--- src/rtl/lps_pkg.sv ---
package lps_pkg;
  typedef enum logic [1:0] {
    EVT_NONE = 2'd0,
    EVT_LINE = 2'd1,
    EVT_WD   = 2'd2
  } evt_src_e;
endpackage

--- src/rtl/lps_evt_gen.sv ---
module lps_evt_gen
  import lps_pkg::*;
#(
  parameter int WD_TICKS = 32
) (
  input  logic     clk,
  input  logic     rst,
  input  logic     above_i,
  input  logic     tick_i,
  output logic     evt_o,
  output evt_src_e src_o
);
  localparam int WDW = $clog2(WD_TICKS + 1);
  localparam logic [WDW-1:0] WD_LAST = WDW'(WD_TICKS - 1);

  logic           above_q;
  logic [WDW-1:0] wd_q;
  logic           line_fall;
  logic           wd_fire;

  always_comb begin
    line_fall = above_q & ~above_i;
    wd_fire   = tick_i && (wd_q == WD_LAST);
    evt_o     = line_fall | wd_fire;
    if (line_fall)    src_o = EVT_LINE;
    else if (wd_fire) src_o = EVT_WD;
    else              src_o = EVT_NONE;
  end

  always_ff @(posedge clk) begin
    if (rst) begin
      above_q <= 1'b0;
      wd_q    <= '0;
    end else begin
      above_q <= above_i;
      if (evt_o)       wd_q <= '0;
      else if (tick_i) wd_q <= wd_q + 1'b1;
    end
  end

  a_r4_wd_in_range: assert property (@(posedge clk) disable iff (rst)
    wd_q <= WD_LAST);
  a_r5_wd_restart: assert property (@(posedge clk) disable iff (rst)
    line_fall |=> (wd_q == '0));
  a_r3_no_rise_evt: assert property (@(posedge clk) disable iff (rst)
    (!above_q && above_i && !tick_i) |-> !evt_o);
endmodule

--- src/rtl/lps_peak_hold.sv ---
module lps_peak_hold #(
  parameter int CODE_W      = 3,
  parameter int OFFSET_CODE = 2
) (
  input  logic              clk,
  input  logic              rst,
  input  logic [CODE_W-1:0] code_i,
  input  logic              evt_i,
  output logic [CODE_W-1:0] held_o,
  output logic [CODE_W-1:0] mag_o
);
  localparam logic [CODE_W-1:0] OFF_C = CODE_W'(OFFSET_CODE);

  logic [CODE_W-1:0] peak_q;
  logic [CODE_W-1:0] held_q;
  logic [CODE_W-1:0] mag_q;
  logic [CODE_W-1:0] merged;
  logic [CODE_W-1:0] above_off;

  always_comb merged = (code_i > peak_q) ? code_i : peak_q;

  generate
    if (OFFSET_CODE == 0) begin : g_no_off
      always_comb above_off = merged;
    end else begin : g_off
      always_comb above_off = (merged > OFF_C) ? (merged - OFF_C) : '0;
    end
  endgenerate

  always_ff @(posedge clk) begin
    if (rst) begin
      peak_q <= '0;
      held_q <= '0;
      mag_q  <= '0;
    end else if (evt_i) begin
      held_q <= merged;
      mag_q  <= above_off;
      peak_q <= '0;
    end else begin
      peak_q <= merged;
    end
  end

  assign held_o = held_q;
  assign mag_o  = mag_q;

  a_r2_held_stable: assert property (@(posedge clk) disable iff (rst)
    !evt_i |=> $stable(held_q));
  a_r2_peak_covers: assert property (@(posedge clk) disable iff (rst)
    !evt_i |=> (peak_q >= $past(code_i)));
  a_r10_peak_cleared: assert property (@(posedge clk) disable iff (rst)
    evt_i |=> (peak_q == '0));
  a_r9_mag_le_held: assert property (@(posedge clk) disable iff (rst)
    mag_q <= held_q);
endmodule

--- src/rtl/lps_fb_hyst.sv ---
module lps_fb_hyst (
  input  logic clk,
  input  logic rst,
  input  logic hi_i,
  input  logic lo_i,
  output logic en_o
);
  logic en_q;

  always_ff @(posedge clk) begin
    if (rst)       en_q <= 1'b0;
    else if (hi_i) en_q <= 1'b1;
    else if (lo_i) en_q <= 1'b0;
  end

  assign en_o = en_q;

  a_r6_set: assert property (@(posedge clk) disable iff (rst)
    hi_i |=> en_q);
  a_r7_clear: assert property (@(posedge clk) disable iff (rst)
    (lo_i && !hi_i) |=> !en_q);
  a_r8_hold: assert property (@(posedge clk) disable iff (rst)
    (!hi_i && !lo_i) |=> $stable(en_q));
endmodule

--- src/rtl/line_peak_sampler.sv ---
module line_peak_sampler
  import lps_pkg::*;
#(
  parameter int CODE_W      = 3,
  parameter int WD_TICKS    = 32,
  parameter int OFFSET_CODE = 2
) (
  input  logic              clk,
  input  logic              rst,
  input  logic [CODE_W-1:0] code_i,
  input  logic              above_lvl_i,
  input  logic              fb_hi_i,
  input  logic              fb_lo_i,
  input  logic              tick_ms_i,
  output logic [CODE_W-1:0] held_code_o,
  output logic [CODE_W-1:0] comp_mag_o,
  output logic              comp_en_o,
  output logic              sample_evt_o
);
  logic              evt;
  evt_src_e          src;
  logic              evt_q;
  logic [CODE_W-1:0] mag;
  logic              en;

  lps_evt_gen #(.WD_TICKS(WD_TICKS)) u_evt (
    .clk(clk), .rst(rst), .above_i(above_lvl_i), .tick_i(tick_ms_i),
    .evt_o(evt), .src_o(src)
  );

  lps_peak_hold #(.CODE_W(CODE_W), .OFFSET_CODE(OFFSET_CODE)) u_peak (
    .clk(clk), .rst(rst), .code_i(code_i), .evt_i(evt),
    .held_o(held_code_o), .mag_o(mag)
  );

  lps_fb_hyst u_hyst (
    .clk(clk), .rst(rst), .hi_i(fb_hi_i), .lo_i(fb_lo_i), .en_o(en)
  );

  always_ff @(posedge clk) begin
    if (rst) evt_q <= 1'b0;
    else     evt_q <= evt;
  end

  assign sample_evt_o = evt_q;
  assign comp_en_o    = en;
  assign comp_mag_o   = en ? mag : '0;

  a_r3_line_pulse: assert property (@(posedge clk) disable iff (rst)
    (src == EVT_LINE) |=> sample_evt_o);
  a_r3_single_pulse: assert property (@(posedge clk) disable iff (rst)
    (src == EVT_NONE) |=> !sample_evt_o);
  a_r9_mag_bound: assert property (@(posedge clk) disable iff (rst)
    comp_mag_o <= held_code_o);
endmodule

--- config.mk ---
export PLATFORM = sky130hd
export DESIGN_NAME = line_peak_sampler
export DESIGN_NICKNAME = d
export VERILOG_FILES = /design/src/rtl/lps_pkg.sv /design/src/rtl/lps_evt_gen.sv /design/src/rtl/lps_peak_hold.sv /design/src/rtl/lps_fb_hyst.sv /design/src/rtl/line_peak_sampler.sv
export SDC_FILE = /design/constraint.sdc
export NUM_CORES = 1
export LEC_CHECK = 0
export BUFFER_PORTS_ARGS = -buffer_cell sky130_fd_sc_hd__buf_2
export CAP_MARGIN = 20
export CORE_MARGIN = 4
export CORE_UTILIZATION = 59
export CTS_BUF_LIST = sky130_fd_sc_hd__clkbuf_2
export CTS_CLUSTER_DIAMETER = 120
export DETAILED_ROUTE_END_ITERATION = 16
export GPL_ROUTABILITY_DRIVEN = 0
export PLACE_DENSITY = 0.91
export SKIP_LAST_GASP = 1
export SYNTH_ARGS = -nofsm -noshare
export SYNTH_HDL_FRONTEND = slang
export SYNTH_SLANG_ARGS = --single-unit
--- constraint.sdc ---
create_clock -name clk -period 4.6 [get_ports clk]
set_clock_uncertainty 0.2 [all_clocks]
set_input_delay 0.46 -clock clk [delete_from_list [all_inputs] [get_ports clk]]
set_output_delay 0.46 -clock clk [all_outputs]
set_load 0.05 [all_outputs]
; ---- After elaboration in Yosys (flattened, before gate mapping)
; Index checks and enable logic that the tools add are counted.
[op_classes]
add_sub_neg = 2
multipliers = 0
div_mod_pow = 0
n_lt_le_gt_ge = 2
n_eq_ne = 1
n_shift = 0
mux = 5
bitwise_logic = 3
reduce_logical = 3
[ops]
columns = operator, n
row1 = $mux 3, 3
row2 = $add 6x1->6 const B, 1
row3 = $eq 6x5->1 const B, 1
row4 = $gt 3x2->1 const B, 1
row5 = $gt 3x3->1, 1
row6 = $sub 3x2->3 const B, 1
row7 = $mux 1, 2
row8 = $reduce_bool 2->1, 1
row9 = $reduce_or 2->1, 1
row10 = $and 1x1->1, 1
row11 = $logic_and 1x1->1, 1
row12 = $not 1->1, 1
row13 = $or 1x1->1, 1
[totals]
ff_bits = 18
latchBits = 0
mem_bits_rw = 0
rom_bits = 0
inputBits = 9
out_inout_bits = 8
wordCells = 23
memories = 0

; ---- Longest topological paths before layout
; Gate-level depths: netlist of the first run.
[logic_depth]
word_depth = 4
depth_mapped = 7
depth_no_buf = 7

; ---- Cells and area by module
; From an unflattened synthesis of the first run, not the netlist that was laid out.
[hier_totals]
cells_unflattened = 94
hier_area_um2 = 857.1
[modules_own_cells]
columns = mod, instances, cells_each, area_each_um2, seq_area_each_um2
row1 = lps_peak_hold, 1, 49, 449.2, 180.2
row2 = lps_evt_gen, 1, 36, 321.6, 140.1
row3 = line_peak_sampler, 1, 5, 47.5, 20.0
row4 = lps_fb_hyst, 1, 4, 38.8, 20.0

; ---- Worst setup path after synthesis of the first run
; OpenSTA, ideal clock, no wires.
[synth_timing]
kind = in2reg
startpoint = input code_i[2]
endpoint = register u_peak.mag_q[0] (netlist: u_peak.mag_o[0])
setup_time_ps = 124
arrival_ps = 1636
t_required_ps = 4276
setup_slack_ps = 2640
stages = 6
n_path_buf = 0
cell_sequence = ha_1 a21oi_1 o21ai_2 a311oi_4 and2_1 o31ai_2
[synth_via]
elab_chain_cells = 4
[synth_lines]
columns = element, line
row1 = start: declaration, line_peak_sampler.sv:10  ; input logic [CODE_W-1:0] code_i,
row2 = $gt 3x3->1, lps_peak_hold.sv:20  ; always_comb merged = (code_i > peak_q) ? code_i : peak_q;
row3 = $mux 3 *, lps_peak_hold.sv:20
row4 = $sub 3x2->3 / $gt 3x2->1 (equally long branches), lps_peak_hold.sv:26  ; always_comb above_off = (merged > OFF_C) ? (merged - OFF_C) : '0;
row5 = $mux 3 *, lps_peak_hold.sv:26
row6 = end signal: assignment, lps_peak_hold.sv:37  ; mag_q <= above_off;
row7 = end: declaration, lps_peak_hold.sv:16  ; logic [CODE_W-1:0] mag_q;
; Mark *: on every way between the ends. The rest lies on a longest branch, timed or not.
; A chain may end at the register's enable or synchronous reset.

; ---- Worst setup path in the final report of the first run
[layout_timing]
startpoint = register u_peak.peak_q[2]
endpoint = register u_peak.mag_q[0] (netlist: u_peak.mag_o[0])
[layout_via]
elab_chain_cells = 4
[layout_lines]
columns = element, line
row1 = start: declaration, lps_peak_hold.sv:14  ; logic [CODE_W-1:0] peak_q;
row2 = start signal: assignment, lps_peak_hold.sv:40  ; peak_q <= merged;
row3 = $gt 3x3->1, lps_peak_hold.sv:20
row4 = $mux 3 *, lps_peak_hold.sv:20
row5 = $sub 3x2->3 / $gt 3x2->1 (equally long branches), lps_peak_hold.sv:26
row6 = $mux 3 *, lps_peak_hold.sv:26
; Marks and branches as above.

==> run metrics, run 1 <==
status finished clean; Avg WL per Cell 11.8 um; Max Cap Violations 0; synthesized cell area between 800 and 900 um2; area delta synth->final 12.8%; WL final 1390 um; IO Count 17; total global-route track usage 0.159; fillers between 100 and 150; Yosys cell types 31; Avg Inst Size Synth 9.67 um2; die area ~2100 um2; most frequent cells in the layout 18 x dfxtp_1, 16 x buf_2, 14 x nor2_1; Sink Count 18; Max IR drop VDD around 0.2 mV; commonest non-fill, non-tap cell in the layout dfxtp_1; Critical Path Source Type register; Post-CTS Resized 0; dpl ws roughly 2.4 ns; PwrDens approximately 310 nW/um2; Synth Warn # 0; vias per cell ~5.4; Final HPWL DP between 1000 and 1500 um; Fin Setup TNS 0 ns; Finished Layout Cells 118; post-CTS setup buffers 0; Core Area between 1000 and 1500 um2; Critical Path RT 4.60 ns; fin. max-slew vios 0; Clock transition at path regs roughly 0.16 ns; Die Height ~45 um; Max Clock Freq 0.498 GHz; Max clock buf depth 2; largest net degree at the start of global routing 11; vias in the first global route 571; worst-path maximum fanout 5; Congestion Overflow GR 0; Syn Nets between 90 and 100; Seq cells post-synth 18; Final Cycle Share 0.436; Placed Instances roughly 110; Post-Synthesis Cells 85; RSZ-0062 raised after global routing false; Setup violations, final 0; Hold Path Class in2reg; number of hold violations in the final report 0; layout cells sized above 1 0.262; Pre-antenna DRT Iters 4; initial antenna violation count 0; Final nets between 100 and 150; Least-Margin Pin Slew about 0.36 ns; row count 13; Num CTS Buffers 3; Starting DRT DRC Count 11; via count between 600 and 700; wire length of the first global-routing pass 2350 um; Slew headroom 0.761; Crit. End Element register; worst skew pair latency 0.29 ns; TritonCTS clock tree done; H-tree depth 1; Setup CP Type reg2reg; CTS Root Cell clkbuf_2; drt drc 0; register area share after synthesis 0.438; hold buffers post-CTS 0; minimum clock period ~2.0 ns; Starting Density 0.632; Buffers on Ports 16; critical path arrival between 2 and 2.5 ns; Routed Antenna Nets 0; Die W roughly 45 um; count of antenna diodes in the layout 0; Pleak approximately 0.00042 uW; post-route setup slack 2.59 ns
==> critical path, stage by stage (launching register included) <==
cell and delay, ns:
dfxtp_1 0.36, inv_1 0.05, ha_1 0.33, a21oi_1 0.23, o21ai_2 0.13, a311oi_4 0.37
and2_1 0.20, o31ai_2 0.05
==> where the power goes <==
part | switching (uW) | internal, uW | leakage [uW]
Sequential | 4.37 | 163 | 0.000147
Combinational | 36.7 | 23.3 | 0.000263
Clock | 45.1 | 18.9 | 0.0000140
Total | 86.2 | 206 | 0.000424
==> Yosys cell counts, drive strengths merged <==
| master | instances | share of area |
|---|---|---|
| a22o | 1 | 0.011 |
| nand4 | 2 | 0.015 |
| a211o | 1 | 0.011 |
| ha | 4 | 0.061 |
| o31ai | 2 | 0.024 |
| a311oi | 1 | 0.032 |
| o32ai | 1 | 0.033 |
| xnor2 | 2 | 0.021 |
| inv | 7 | 0.032 |
| and2 | 4 | 0.030 |
| nor2b | 1 | 0.0076 |
| a21o | 1 | 0.0091 |
| a21oi | 2 | 0.012 |
| mux2i | 2 | 0.024 |
| o211a | 1 | 0.012 |
| o21ai | 3 | 0.023 |
| buf | 2 | 0.015 |
| nand2b | 1 | 0.011 |
| dfxtp | 18 | 0.44 |
| xor2 | 3 | 0.032 |
| nand2 | 7 | 0.035 |
| nand3 | 2 | 0.018 |
| o211ai | 1 | 0.0091 |
| nor2 | 14 | 0.064 |
| a32oi | 1 | 0.011 |
| or2 | 1 | 0.0076 |
==> metrics by stage <==
stage / util / hold slack (ns) / total power, uW / area (um2)
CTS: 0.713 / 0.131 / 295 / 927
global route: 0.713 / 0.105 / 309 / 927
detailed placement: 0.698 / 0.238 / 231 / 908
global placement: 0.698 / 0.234 / 229 / 908
finish: 0.713 / 0.141 / 292 / 927
floorplan: - / 0.217 / 218 / 822
==> cells by family after synthesis <==
group	count (synthesis)	share of synthesized area
xor+xnor	5	0.0533
buf+inv	9	0.0472
mux	2	0.0244
compound gates	15	0.187
fa+ha+maj	4	0.0609
flops	18	0.438
simple gates	32	0.189
==> worst paths after layout <==
path	to	slack, ns	depth (start not counted)	start
max	u_peak.mag_o[0]	2.59	7	u_peak.peak_q[2]
min	u_evt.above_q	0.14	2	rst
max reg2reg	u_peak.mag_o[0]	2.59	7	u_peak.peak_q[2]
min reg2reg	u_peak.held_o[1]	0.27	2	u_peak.held_o[1]
==> layer usage <==
layer	GRT usage	routed length (um)
met4	0.0702	21
met2	0.257	674
met1	0.199	628
met5	0	0
met3	0.0398	70
==> flip-flops by register name, indices dropped and copies added (netlist names) <==
signal	cells
u_evt.wd_q	6
u_evt.above_q	1
sample_evt_o	1
u_peak.peak_q	3
u_peak.held_o	3
u_hyst.en_o	1
u_peak.mag_o	3
==> final cells by class <==
class | count | area [um2] | area share
multi-input combinational | 58 | 423 | 0.456
sequential | 18 | 360 | 0.389
timing repair buffer | 16 | 80.1 | 0.0864
inverter | 7 | 26.3 | 0.0283
tap | 15 | 18.8 | 0.0202
clock buffer | 3 | 15.0 | 0.0162
clock inverter | 1 | 3.75 | 0.00405
No activity file was read; power rests on OpenSTA's default activity.
==> run 2, diff against run 1 <==
CORE_UTILIZATION = 49   (was 59)
PLACE_DENSITY = 0.81   (was 0.91)
clock period = 1.8 ns   (was 4.6 ns; I/O delays follow)
==> run metrics, run 2 (synthesis gave the netlist of run 1 again) <==
Max IR drop VDD roughly 0.6 mV; vias in the first global route between 500 and 600; Avg WL per Cell around 13 um; WL final 1640 um; minimum clock period approximately 1.8 ns; multi-input logic area 499 um2; Largest register FFs 6; area delta synth->final 32.6%; IO Count 17; Placed Instances 118; Critical Path RT between 1.5 and 2 ns; Routed Antenna Nets 0; Buffers on Ports 16; vias per cell approximately 5.1; Starting DRT DRC Count 7; Starting Density 0.533; Least-Margin Pin Slew ~0.37 ns; Max clock buf depth 2; Pre-antenna DRT Iters 2; largest net degree at the start of global routing 11; Congestion Overflow GR 0; Die Height slightly below 50 um; fin. max-slew vios 0; Final nets between 100 and 150; Sink Count 18; worst-path maximum fanout 4; Max Cap Violations 0; Clock transition at path regs roughly 0.16 ns; Crit. End Element register; H-tree depth 1; Max Clock Freq approximately 0.54 GHz; die area 2400 um2; Hold Path Class in2reg; Slew headroom 0.751; Core Area ~1500 um2; register area between 300 and 400 um2; PwrDens 773 nW/um2; total global-route track usage 0.138; post-route setup slack -0.0483 ns; Final HPWL DP about 1100 um; via count between 600 and 700; Num CTS Buffers 3; Critical Path Source Type register; Finished Layout Cells 129; failing checks negative setup slack; Pleak ~0.00048 uW; initial antenna violation count 0; layout cells sized above 1 0.416; number of hold violations in the final report 0; Die W just under 50 um; Setup violations, final 5; CTS Root Cell clkbuf_2; fillers 129; worst skew pair latency around 0.29 ns; row count 14; most frequent cells in the layout 16 x buf_2, 16 x dfxtp_1, 11 x nor2_1; count of antenna diodes in the layout 0; Final Cycle Share 1.03; drt drc 0; RSZ-0062 raised after global routing true; critical path arrival 1.85 ns; wire length of the first global-routing pass roughly 2600 um; Setup CP Type reg2reg; TritonCTS clock tree done; Biggest register u_evt.wd_q; status finished with violations; dpl ws -0.115 ns
-- run 2: final timing paths --
kind                                  startpoint               to  slack [ns]  depth (start not counted)
worst min-delay path                   tick_ms_i    u_evt.wd_q[0]        0.03                          3
worst min register to register   u_peak.mag_o[2]  u_peak.mag_o[2]        0.27                          2
worst max register to register  u_peak.peak_q[2]  u_peak.mag_o[0]       -0.05                          7
worst max-delay path            u_peak.peak_q[2]  u_peak.mag_o[0]       -0.05                          7
-- run 2: final cells by class --
cell class,instances,share of cell area
multi-input cells,58,0.458
flip-flops and latches,18,0.333
clock buffers,3,0.0138
inverters,7,0.0241
clock inverters,1,0.00344
repair buffers,26,0.149
well taps,16,0.0184
-- run 2: what timing repair did --
item | CTS | global route
setup endpoints to repair | 6 | 9
hold buffers | 3 | 0
buffers inserted | 2 | 2
gates resized for setup | 8 | 6
hold endpoints to repair | 2 | 0
pin swaps | 6 | 4
-- run 2: routing by layer --
layer  vias up  part of all wire  global-route usage
li1        345                 -                   -
met1       294              0.42               0.156
met2        13              0.52               0.230
met3         2             0.060              0.0703
met4         0            0.0030              0.0269
met5         -                 0                   0
-- run 2: power breakdown --
part | internal [uW] | switching (uW)
clock network | 48.3 | 116
logic | 119 | 128
registers | 419 | 12.0
-- run 2: through the flow --
stage | setup TNS (ns) | area [um2] | power, uW | hold WS (ns) | utilization
after floorplan | 0 | 846 | 568 | 0.0516 | -
after global placement | -0.0541 | 956 | 612 | 0.186 | 0.620
after detailed placement | -0.320 | 956 | 615 | 0.195 | 0.620
after CTS | -0.0396 | 1050 | 811 | 0.0115 | 0.679
after global routing | -0.694 | 1090 | 897 | 0.0183 | 0.707
final | -0.125 | 1090 | 842 | 0.0271 | 0.707
-- run 2: critical path, cell delays in order, from the launching register on --
cell	delay [ns]
dfxtp_2	0.36
inv_2	0.04
ha_4	0.30
nand2_4	0.06
o21ai_4	0.21
mux2i_4	0.34
and2_4	0.18
o31ai_2	0.05
